### src/rtl/sqw_pkg.sv
package sqw_pkg;

    typedef enum logic [1:0] {
        RATE_SLOW = 2'b00,
        RATE_4K   = 2'b01,
        RATE_8K   = 2'b10,
        RATE_32K  = 2'b11
    } rate_e;

    typedef struct packed {
        logic  lvl_static;
        logic  stop_flag;
        logic  wave_en;
        rate_e rate;
    } ctrl_t;

    localparam int unsigned BIT_STATIC = 7;
    localparam int unsigned BIT_STOP   = 5;
    localparam int unsigned BIT_WAVE   = 4;

    localparam int unsigned TAP_4K  = 3;
    localparam int unsigned TAP_8K  = 2;
    localparam int unsigned TAP_32K = 0;

    localparam ctrl_t CTRL_RESET = '{
        lvl_static: 1'b1,
        stop_flag:  1'b1,
        wave_en:    1'b1,
        rate:       RATE_32K
    };

    function automatic logic [7:0] ctrl_to_byte(ctrl_t c);
        logic [7:0] b;
        b             = '0;
        b[BIT_STATIC] = c.lvl_static;
        b[BIT_STOP]   = c.stop_flag;
        b[BIT_WAVE]   = c.wave_en;
        b[1:0]        = c.rate;
        return b;
    endfunction

endpackage

### src/rtl/sqw_ctrl_reg.sv
module sqw_ctrl_reg
    import sqw_pkg::*;
(
    input  logic       clk,
    input  logic       rst,
    input  logic       wr_en,
    input  logic [7:0] wdata,
    input  logic       stop_set,
    output ctrl_t      ctrl_q
);

    logic unused_rsvd;
    assign unused_rsvd = ^{wdata[6], wdata[3:2]};

    logic clear_req;
    assign clear_req = wr_en && !wdata[BIT_STOP];

    always_ff @(posedge clk) begin
        if (rst) begin
            ctrl_q <= CTRL_RESET;
        end else begin
            if (wr_en) begin
                ctrl_q.lvl_static <= wdata[BIT_STATIC];
                ctrl_q.wave_en    <= wdata[BIT_WAVE];
                ctrl_q.rate       <= rate_e'(wdata[1:0]);
            end
            // a detected stop wins over a clear in the same cycle
            ctrl_q.stop_flag <= stop_set || (ctrl_q.stop_flag && !clear_req);
        end
    end

endmodule

### src/rtl/sqw_stop_watch.sv
module sqw_stop_watch #(
    parameter int unsigned STOP_LIMIT = 1_000_000
) (
    input  logic clk,
    input  logic rst,
    input  logic tick,
    output logic stop_set
);

    localparam int unsigned   GAP_W = $clog2(STOP_LIMIT + 1);
    localparam logic [GAP_W-1:0] GAP_MAX = GAP_W'(STOP_LIMIT);

    logic [GAP_W-1:0] gap_q;

    // starts saturated: the reset value of the flag already marks the stop
    always_ff @(posedge clk) begin
        if (rst) begin
            gap_q <= GAP_MAX;
        end else if (tick) begin
            gap_q <= '0;
        end else if (gap_q != GAP_MAX) begin
            gap_q <= gap_q + 1'b1;
        end
    end

    assign stop_set = !tick && (gap_q == GAP_MAX - 1'b1);

endmodule

### src/rtl/sqw_divider.sv
module sqw_divider
    import sqw_pkg::*;
#(
    parameter int unsigned DIV_BITS = 16
) (
    input  logic  clk,
    input  logic  rst,
    input  logic  tick,
    input  logic  align,
    input  logic  wave_en,
    input  logic  lvl_static,
    input  rate_e rate,
    output logic  pin_level
);

    logic [DIV_BITS-1:0] cnt_q;
    logic [3:0]          taps;
    logic                lvl_q;
    logic                unused_div;

    always_ff @(posedge clk) begin
        if (rst || align) begin
            cnt_q <= '0;
        end else if (tick) begin
            cnt_q <= cnt_q + 1'b1;
        end
    end

    assign taps[RATE_SLOW] = cnt_q[DIV_BITS-1];
    assign taps[RATE_4K]   = cnt_q[TAP_4K];
    assign taps[RATE_8K]   = cnt_q[TAP_8K];
    assign taps[RATE_32K]  = cnt_q[TAP_32K];
    assign unused_div      = ^cnt_q;

    always_ff @(posedge clk) begin
        if (rst) begin
            lvl_q <= 1'b1;
        end else begin
            lvl_q <= wave_en ? taps[rate] : lvl_static;
        end
    end

    assign pin_level = lvl_q;

endmodule

### src/rtl/sqw_out_ctrl.sv
module sqw_out_ctrl
    import sqw_pkg::*;
#(
    parameter int unsigned DIV_BITS   = 16,
    parameter int unsigned STOP_LIMIT = 1_000_000
) (
    input  logic       clk,
    input  logic       rst,
    input  logic       osc_tick,
    input  logic       osc_halt,
    input  logic       sec_wr,
    input  logic       ctrl_wr,
    input  logic [7:0] ctrl_wdata,
    output logic [7:0] ctrl_rdata,
    output logic       sqw_drive_low
);

    ctrl_t ctrl;
    logic  tick_run;
    logic  stop_set;
    logic  pin_level;

    assign tick_run = osc_tick && !osc_halt;

    sqw_ctrl_reg u_reg (
        .clk      (clk),
        .rst      (rst),
        .wr_en    (ctrl_wr),
        .wdata    (ctrl_wdata),
        .stop_set (stop_set),
        .ctrl_q   (ctrl)
    );

    sqw_stop_watch #(.STOP_LIMIT(STOP_LIMIT)) u_watch (
        .clk      (clk),
        .rst      (rst),
        .tick     (tick_run),
        .stop_set (stop_set)
    );

    sqw_divider #(.DIV_BITS(DIV_BITS)) u_div (
        .clk        (clk),
        .rst        (rst),
        .tick       (tick_run),
        .align      (sec_wr),
        .wave_en    (ctrl.wave_en),
        .lvl_static (ctrl.lvl_static),
        .rate       (ctrl.rate),
        .pin_level  (pin_level)
    );

    assign ctrl_rdata    = ctrl_to_byte(ctrl);
    assign sqw_drive_low = !pin_level;

endmodule

### config.mk
export PLATFORM = sky130hd
export DESIGN_NAME = sqw_out_ctrl
export DESIGN_NICKNAME = d
export VERILOG_FILES = /design/src/rtl/sqw_pkg.sv /design/src/rtl/sqw_ctrl_reg.sv /design/src/rtl/sqw_stop_watch.sv /design/src/rtl/sqw_divider.sv /design/src/rtl/sqw_out_ctrl.sv
export SDC_FILE = /design/constraint.sdc
export NUM_CORES = 1
export LEC_CHECK = 0
export ABC_CLOCK_PERIOD_IN_PS = 1960
export BUFFER_PORTS_ARGS = -buffer_cell sky130_fd_sc_hd__buf_2
export CORE_UTILIZATION = 52
export CTS_CLUSTER_SIZE = 12
export DETAILED_ROUTE_END_ITERATION = 7
export GPL_TIMING_DRIVEN = 1
export PLACE_DENSITY = 0.76
export SETUP_SLACK_MARGIN = 0.1
export SYNTH_ARGS = -nofsm -noshare
export SYNTH_HDL_FRONTEND = slang
export SYNTH_SLANG_ARGS = --single-unit
### constraint.sdc
create_clock -name clk -period 1.96 [get_ports clk]
set_input_delay 0.098 -clock clk [delete_from_list [all_inputs] [get_ports clk]]
set_output_delay 0.098 -clock clk [all_outputs]
set_load 0.01 [all_outputs]
==> metrics, run 1 <==
leakage power=slightly above 0.9 nW; first-pass GRT wire length=7645 um; Max Fclk=about 560 MHz; Rows=22; max-capacitance violation count=0; crit path max fanout=8; hold depth=2; Placer Congestion=0.8950; setup tns final=0 ns; Pint=about 1.5 mW; Post-CTS Hold Fix Bufs=0; die height=about 66 um; Reg2Reg Depth=4; area grow syn2layout=15.80%; sequential share of power=47.0%; share of layout cells above drive strength 1=20.58%; Cell Pwr Density=773.9 mW/mm2; largest net degree at the start of global routing=19; post-DP HPWL=roughly 3100 um; most frequent cells in the layout=dfxtp_1 (37), nor2_1 (25), nand3_1 (18), buf_4 (17), buf_2 (16); final setup fails=0; routed len/inst=approximately 14 um; nets@finish=about 300; Fin. Hold Viols=0; switching share of power=between 20% and 30%; Netlist Area Pre-Place=0.002131 mm2; prevailing post-synth register cell=dfxtp_1; Non-Filler Instances=between 300 and 400; number of global-route vias before repair=between 1500 and 2000; Req. time, crit path=approximately 2.2 ns; peak supply drop=around 0.46 mV; latest clock arrival within the worst-skew pair=around 0.3 ns; hold path start=ctrl_wdata[7]; Initial DRC Count=between 150 and 200; First-pass DRT Iterations=4; Max transition margin=between 60% and 70%; core outline area=0.003799 mm2; reg2reg start=u_watch.gap_q[5]; Post-CTS Setup Bufs=0; worst slew pin tran=around 0.55 ns; Routed Antenna Nets=0; Post-Syn Area per Cell=8.592 um2; CTS Buf Count=5; R2R setup slack=roughly 0.16 ns; minimum clock period=1.796 ns; CTS tree=built; Via density=~5.8; Die X=approximately 66 um; Crit Path Class=flop to flop; post-route clock period utilization=a little over 90%; commonest non-fill, non-tap cell in the layout=dfxtp_1; WP data arrival=about 2 ns; DRC=0; Max Root-Sink Buffers=2; cell taking the most area after synthesis=dfxtp_1; Post-synth EDFFs=0; H-tree Lvls=2; Crit. End Element=flop; status=finished clean; Yosys cell types=48; Critical R2R Capture=u_watch.gap_q[19]; n_diodes=0; CTS root buffer=clkbuf_8; final core utilization=64.95%; via count=1887; Layout Skew=approximately 0.008 ns; Synth top area share=between 30% and 40%; GR Util All Layers=a little under a quarter; count of final max-slew check failures=0; Startpoint Class=flop; Combinational Power Share=under 10%; global route overflow=0; sequential area share after synthesis=between 30% and 40%; antenna violations before repair=0; Psw=around 440 uW; Hold EP=u_reg.ctrl_q[4]; Port Buffers=16; I/O pins=23; final WL=between 4000 and 5000 um; DIE AREA=between 0.004 and 0.005 mm2; clock network fraction of total power=a little over two fifths; Hold Crit Class=input port to flop; Ys Warns=0; unrepaired setup endpoints after global routing=false; Cells after DPL=317; Seq cells post-synth=42; clock slew seen by the registers of the worst setup and hold paths=about 0.09 ns; CTS Sinks=42; Pwr Total=1.910 mW; CP Launch Point=u_watch.gap_q[5]; Async S/R FF share, synth=0%; Initial Utilization=roughly 56%; Cells after Synth=248; Area contributors post-synth=dfxtp_1 (39%), xnor2_1 (5.3%), nand3_1 (4.5%)
==> area by class of cell <==
class                           count  area (um2)
Fill cell                         312        1331
Multi-Input combinational cell    183        1174
Sequential cell                    42       847.1
Timing Repair Buffer               33       207.7
Clock buffer                        5       68.82
Clock inverter                      3       68.82
Tap cell                           48       60.06
Inverter                           11       41.29
==> cell usage after synthesis, types with 7 or more instances <==
library cell and instances:
dfxtp_1 42, nor2_1 25, nand3_1 19, nor3_1 13, xnor2_1 13, a21oi_1 11
inv_1 11, nand2_1 11, buf_4 10, nand4_1 10, a211o_1 8, o21ai_0 7
==> metrics by stage <==
step	hold WS (ns)	area, um2	worst slack [ns]
global route	0.004124	2467	0.1018
global placement	0.3023	2317	0.1098
detailed placement	0.3104	2317	0.07845
CTS	0.001182	2459	0.1736
finish	0.00008191	2467	0.1640
floorplan	0.1966	2141	0.1071
==> how the worst max path moves through the flow <==
stage | endpoint | slack (ns) | cells past startpoint
final | u_watch.gap_q[19] | 0.16 | 4
after global routing | u_watch.gap_q[19] | 0.10 | 4
after CTS | u_watch.gap_q[19] | 0.17 | 4
after detailed placement | u_watch.gap_q[19] | 0.08 | 4
after global placement | u_watch.gap_q[17] | 0.11 | 4
after floorplan | u_watch.gap_q[19] | 0.11 | 5
==> worst max-delay path: stages (launching register included) <==
cell,delay [ns]
dfxtp_2,0.34
nand4_2,0.13
or4_4,0.61
o311a_1,0.35
a211o_1,0.26
==> layer usage <==
metal / GRT usage [%] / part of all wire [%] / up-vias
met3: 5.517 / 5.1 / 8
met4: 9.574 / 1.9 / 0
met5: 0 / 0 / -
li1: - / - / 945
met2: 34.44 / 43 / 67
met1: 31.30 / 50 / 867
==> power groups by stage <==
stage,sequential [mW],clock [mW],combinational [mW]
2_1_floorplan,0.920,0,0.130
3_3_place_gp,0.915,0,0.185
3_5_place_dp,0.916,0,0.185
4_1_cts,0.895,0.832,0.188
5_1_grt,0.900,0.871,0.211
6_report,0.897,0.823,0.190
==> cells by family (layout without fill, tap and decap cells) <==
kind of cell               after synthesis  count (layout)  share of synthesized area [%]
and+or+nand+nor                        118             118                          30.77
DFF                                     42              42                          39.46
AOI/OAI and AO/OA                       39              39                          12.74
buffers and inverters                   25              52                          6.224
xor gates and xnor gates                19              19                          7.810
adders and majority gates                3               3                          1.762
other                                    1               3                         0.1760
muxes                                    1               1                          1.057
==> what timing repair did <==
action                     CTS  global route
gates cloned                 0             0
pin swaps                    0             1
resized for setup            1             4
setup endpoints to repair    2             3
==> flip-flops by register name (all words and copies together), names as in the netlist <==
register         count
u_watch.gap_q       20
u_div.pin_level      1
u_reg.ctrl_q         5
u_div.cnt_q         16
Power figures use the tool's default switching activity.
==> run 2, diff against run 1 <==
==> constraint.sdc (replaced) <==
create_clock -name clk -period 1.96 [get_ports clk]
set_input_delay 0.49 -clock clk [delete_from_list [all_inputs] [get_ports clk]]
set_output_delay 0.49 -clock clk [all_outputs]
set_load 0.01 [all_outputs]
==> run 2 against run 1 <==
Global-route usage decreased by 0.79 points. Die area stayed put. Total power down 7.4%. Worst setup slack improved by 0.013 ns. Critical path depth unchanged. Largest cell class unchanged. Utilization down 0.63 points. Largest power group unchanged. Final area is 0.96% lower.
==> metrics, run 2 (synthesized netlist as in run 1, its figures left out) <==
status=finished clean; final WL=about 4400 um; Cells after DPL=between 300 and 400; WL met3=a little under 200 um; Initial DRC Count=approximately 110; largest net degree at the start of global routing=17; M1 wire length=2205 um; die height=approximately 66 um; peak supply drop=about 0.42 mV; top layer in use=met4; most frequent cells in the layout=dfxtp_1 (37), nor2_1 (25), nand3_1 (19), buf_4 (17), buf_2 (16); hold path start=ctrl_wdata[7]; CP bufs+invs=0; Routed Antenna Nets=0; post-DP HPWL=3171 um; Fin. Hold Viols=0; via count=around 1800; hold slack=approximately 0.4 ns; Initial Utilization=between 50% and 60%; Hold Crit Class=input port to flop; leakage power=0.9071 nW; Req. time, crit path=~2.1 ns; setup tns final=0 ns; Layout Skew=0.007636 ns; CTS Buf Count=5; commonest non-fill, non-tap cell in the layout=dfxtp_1; core outline area=about 0.0038 mm2; latest clock arrival within the worst-skew pair=a little under 0.3 ns; final setup fails=0; Crit. End Element=flop; unrepaired setup endpoints after global routing=false; global route overflow=0; Non-Filler Instances=around 330; Via density=between 5 and 6; n_diodes=0; max-capacitance violation count=0; Crit Path Class=flop to flop; max FFs per register=20; Top reg by flops=u_watch.gap_q; number of global-route vias before repair=1739; reg2reg start=u_watch.gap_q[4]; CTS tree=built; Port Buffers=16; Placer Congestion=about 0.87; Die X=66.02 um; critical-path cell list=nand4_4 > or4_4 > o311a_1 > a211o_1; Rows=22; I/O pins=23; count of final max-slew check failures=0; CTS root buffer=clkbuf_8; R2R setup slack=0.18 ns; First-pass DRT Iterations=4; minimum clock period=between 1.5 and 2 ns; antenna violations before repair=0; routed len/inst=roughly 14 um; crit path max fanout=8; met2 WL=1966 um; DIE AREA=approximately 0.0044 mm2; post-route clock period utilization=between 90% and 100%; Max Fclk=around 560 MHz; first-pass GRT wire length=roughly 7500 um; Hold EP=u_reg.ctrl_q[4]; area grow syn2layout=14.68%; Slowest-stage cell, CP=or4_4; Max transition margin=a little over three fifths; Worst path max stage delay=about 0.60 ns; H-tree Lvls=2; Max Root-Sink Buffers=2; GR Util All Layers=22.17%; hold depth=2; Critical R2R Capture=u_watch.gap_q[19]; WP data arrival=1.96 ns; clock slew seen by the registers of the worst setup and hold paths=0.08 ns; DRC=0; worst slew pin tran=0.5496 ns; Reg2Reg Depth=4; Cell Pwr Density=723.7 mW/mm2; nets@finish=293; biggest registers after layout=u_watch.gap_q x20, u_div.cnt_q x16, u_reg.ctrl_q x5; share of layout cells above drive strength 1=between 15 and 20%; Startpoint Class=flop; Top delay family on crit path=simple AND/OR/NAND/NOR gates; CTS Sinks=42
## run 2: cell types whose count changed in the layout (fill, tap and decap cells not counted), sizes merged
cell      before  now
clkbuf         5    6
bufinv         2    1
clkinvlp       0    1
clkinv         1    0
## run 2: how the worst max path moves through the flow
stage                     start                 to  depth (start not counted)
3_5_place_dp   u_watch.gap_q[5]  u_watch.gap_q[17]                          4
6_report       u_watch.gap_q[4]  u_watch.gap_q[19]                          4
4_1_cts        u_watch.gap_q[5]  u_watch.gap_q[17]                          4
3_3_place_gp   u_watch.gap_q[5]  u_watch.gap_q[19]                          4
2_1_floorplan  u_watch.gap_q[4]  u_watch.gap_q[19]                          5
5_1_grt          u_div.cnt_q[3]    u_div.cnt_q[13]                          4
## run 2: area by class of cell
type / count / area, um2
Fill cell: 320 / 1355
Tap cell: 48 / 60.06
Clock inverter: 2 / 37.54
Inverter: 11 / 41.29
Multi-Input combinational cell: 183 / 1177
Clock buffer: 6 / 72.57
Timing Repair Buffer: 33 / 207.7
Sequential cell: 42 / 847.1
## run 2: metrics by stage
step	area (um2)	total power [mW]	setup WS, ns	utilization, %
6_report	2444	1.768	0.1769	64.33
4_1_cts	2431	1.777	0.1172	64.00
2_1_floorplan	2141	1.050	0.1071	-
5_1_grt	2444	1.841	0.1071	64.33
3_3_place_gp	2317	1.101	0.09051	61.00
3_5_place_dp	2317	1.104	0.04216	61.00
## run 2: worst reg2reg max path, stage by stage, from the launching register on
cell	delay, ns
dfxtp_2	0.36
nand4_4	0.12
or4_4	0.60
o311a_1	0.36
a211o_1	0.22
## run 2: layer usage
metal  GRT usage (%)  vias to the layer above
met5               0                        -
met3           5.000                        9
li1                -                      944
met1           29.77                      839
met2           34.57                       54
met4           7.979                        0
## run 2: power breakdown
group	switching (mW)	total (mW)	internal (mW)
Clock	0.299	0.679	0.380
Sequential	0.0189	0.896	0.877
Combinational	0.106	0.193	0.0869
## run 2: what timing repair did
item,CTS,global route
endpoints found under the setup margin,3,2
hold buffers,0,0
resized for setup,1,4
pin swaps,0,6
buffers inserted,0,0
==> run 3, diff against run 2 <==
Settings changed: CORE_UTILIZATION 52 to 30, PLACE_DENSITY 0.76 to 0.49.
==> run 3 against run 2 <==
Register-to-register slack about the same. Clock power increased by 3%. Worst setup slack got worse by 0.0098 ns. Via count decreased by 0.49%. Critical path depth unchanged.
==> metrics, run 3 (synthesized netlist as in run 1, its figures left out) <==
die height=around 86 um; max-capacitance violation count=0; critical-path cell list=nand4_2 > or4_4 > o311a_1 > a211o_1; CTS root buffer=clkbuf_8; commonest non-fill, non-tap cell in the layout=dfxtp_1; First-pass DRT Iterations=4; Die X=86.28 um; hold path start=ctrl_wdata[4]; clock slew seen by the registers of the worst setup and hold paths=roughly 0.090 ns; nets@finish=approximately 300; pre-CTS WS=about 0.1 ns; CTS tree=built; unrepaired setup endpoints after global routing=false; Post-CTS Setup Bufs=0; DRC=0; Port Buffers=16; Reg2Reg Depth=4; final worst setup slack=0.1671 ns; via count=roughly 1800; number of global-route vias before repair=1564; first-pass GRT wire length=around 8000 um; Fin. Hold Viols=0; final WL=~4700 um; CTS Buf Count=5; CTS Sinks=42; Hold EP=u_reg.ctrl_q[2]; post-DP HPWL=approximately 3400 um; count of final max-slew check failures=0; Initial DRC Count=94; area grow syn2layout=19.91%; status=finished clean; Placer Congestion=~0.74; H-tree Lvls=2; Crit. End Element=flop; CP bufs+invs=0; reg2reg start=u_watch.gap_q[5]; Worst path max stage delay=around 0.6 ns; final setup fails=0; share of layout cells above drive strength 1=a little over a fifth; WP data arrival=1.98 ns; crit path max fanout=6; biggest registers after layout=u_watch.gap_q x20, u_div.cnt_q x16, u_reg.ctrl_q x5; Max Fclk=about 560 MHz; Max Root-Sink Buffers=2; Top delay family on crit path=simple AND/OR/NAND/NOR gates; fillers=slightly above 700; global route overflow=0; n_diodes=0; peak supply drop=between 0.3 and 0.4 mV; Rows=30; minimum clock period=roughly 1.8 ns; Crit. path cell count=4; core outline area=just under 0.007 mm2; leakage power=between 0.9 and 1 nW; largest net degree at the start of global routing=17; Top reg by flops=u_watch.gap_q; Initial Utilization=a little under a third; Slowest-stage cell, CP=or4_4; setup tns final=0 ns; Via density=between 4 and 5; Req. time, crit path=2.14 ns; R2R setup slack=0.17 ns; antenna violations before repair=0; post-route clock period utilization=between 90% and 100%; Layout Skew=between 0.01 and 0.015 ns; most frequent cells in the layout=dfxtp_1 (39), nor2_1 (25), buf_4 (25), nand3_1 (19), buf_2 (16); Critical R2R Capture=u_watch.gap_q[17]; Cell Pwr Density=roughly 700 mW/mm2; Hold Crit Class=input port to flop; Pwr Total=1.791 mW; hold depth=2; DIE AREA=about 0.0074 mm2; max FFs per register=20; latest clock arrival within the worst-skew pair=approximately 0.3 ns; GR Util All Layers=a little over an eighth; I/O pins=23; Routed Antenna Nets=0; routed len/inst=around 12 um; Crit Path Class=flop to flop; Startpoint Class=flop
## run 3: changes by cell type in the layout (fill, tap and decap cells not counted), sizes merged
| cell | delta |
|---|---|
| clkbuf | -1 |
| buf | +8 |
| clkinvlp | -1 |
| inv | +1 |
| clkinv | +1 |
## run 3: worst max path at each step
| stage | start | to | slack, ns |
|---|---|---|---|
| final | u_watch.gap_q[5] | u_watch.gap_q[17] | 0.17 |
| after global routing | u_watch.gap_q[5] | u_watch.gap_q[17] | 0.12 |
| after CTS | u_watch.gap_q[5] | u_watch.gap_q[19] | 0.17 |
| after detailed placement | u_watch.gap_q[5] | u_watch.gap_q[17] | 0.1 |
| after global placement | u_watch.gap_q[4] | u_watch.gap_q[17] | 0.11 |
| after floorplan | u_watch.gap_q[4] | u_watch.gap_q[19] | 0.11 |
## run 3: cell type report
class                      instances  area [um2]  area share, %
sequential                        42       844.6          33.06
clock buffer                       5       68.82          2.693
timing repair buffer              41       267.8          10.48
clock inverter                     3       43.79          1.714
multi-input combinational        183        1169          45.74
tap                               96       120.1          4.701
inverter                          11       41.29          1.616
## run 3: metal layers
layer | up-vias | GRT usage (%) | wire length (um)
met5 | - | 0 | 0
met4 | 0 | 4.091 | 36
met2 | 29 | 20.78 | 2137
met3 | 2 | 2.857 | 131
li1 | 959 | - | -
met1 | 847 | 18.16 | 2442
## run 3: what timing repair did
item,in CTS,in global routing
resized for setup,1,1
gates cloned,0,0
pin swaps,0,2
hold buffers,0,0
endpoints found under the setup margin,3,1
## run 3: power by group
part           switching (mW)  total, mW  internal, mW  leakage, nW
registers              0.0190      0.896         0.877        0.344
clock network           0.316      0.698         0.382       0.0585
logic                   0.108      0.197        0.0891        0.542
## run 3: metrics by stage
stage | hold slack, ns | cells | util (%) | cell area, um2
floorplan | 0.4536 | 250 | - | 2141
global placement | 0.4567 | 373 | 35.68 | 2437
detailed placement | 0.4448 | 373 | 35.68 | 2437
CTS | 0.3950 | 381 | 37.38 | 2554
global route | 0.3981 | 381 | 37.40 | 2555
finish | 0.4030 | 381 | 37.40 | 2555
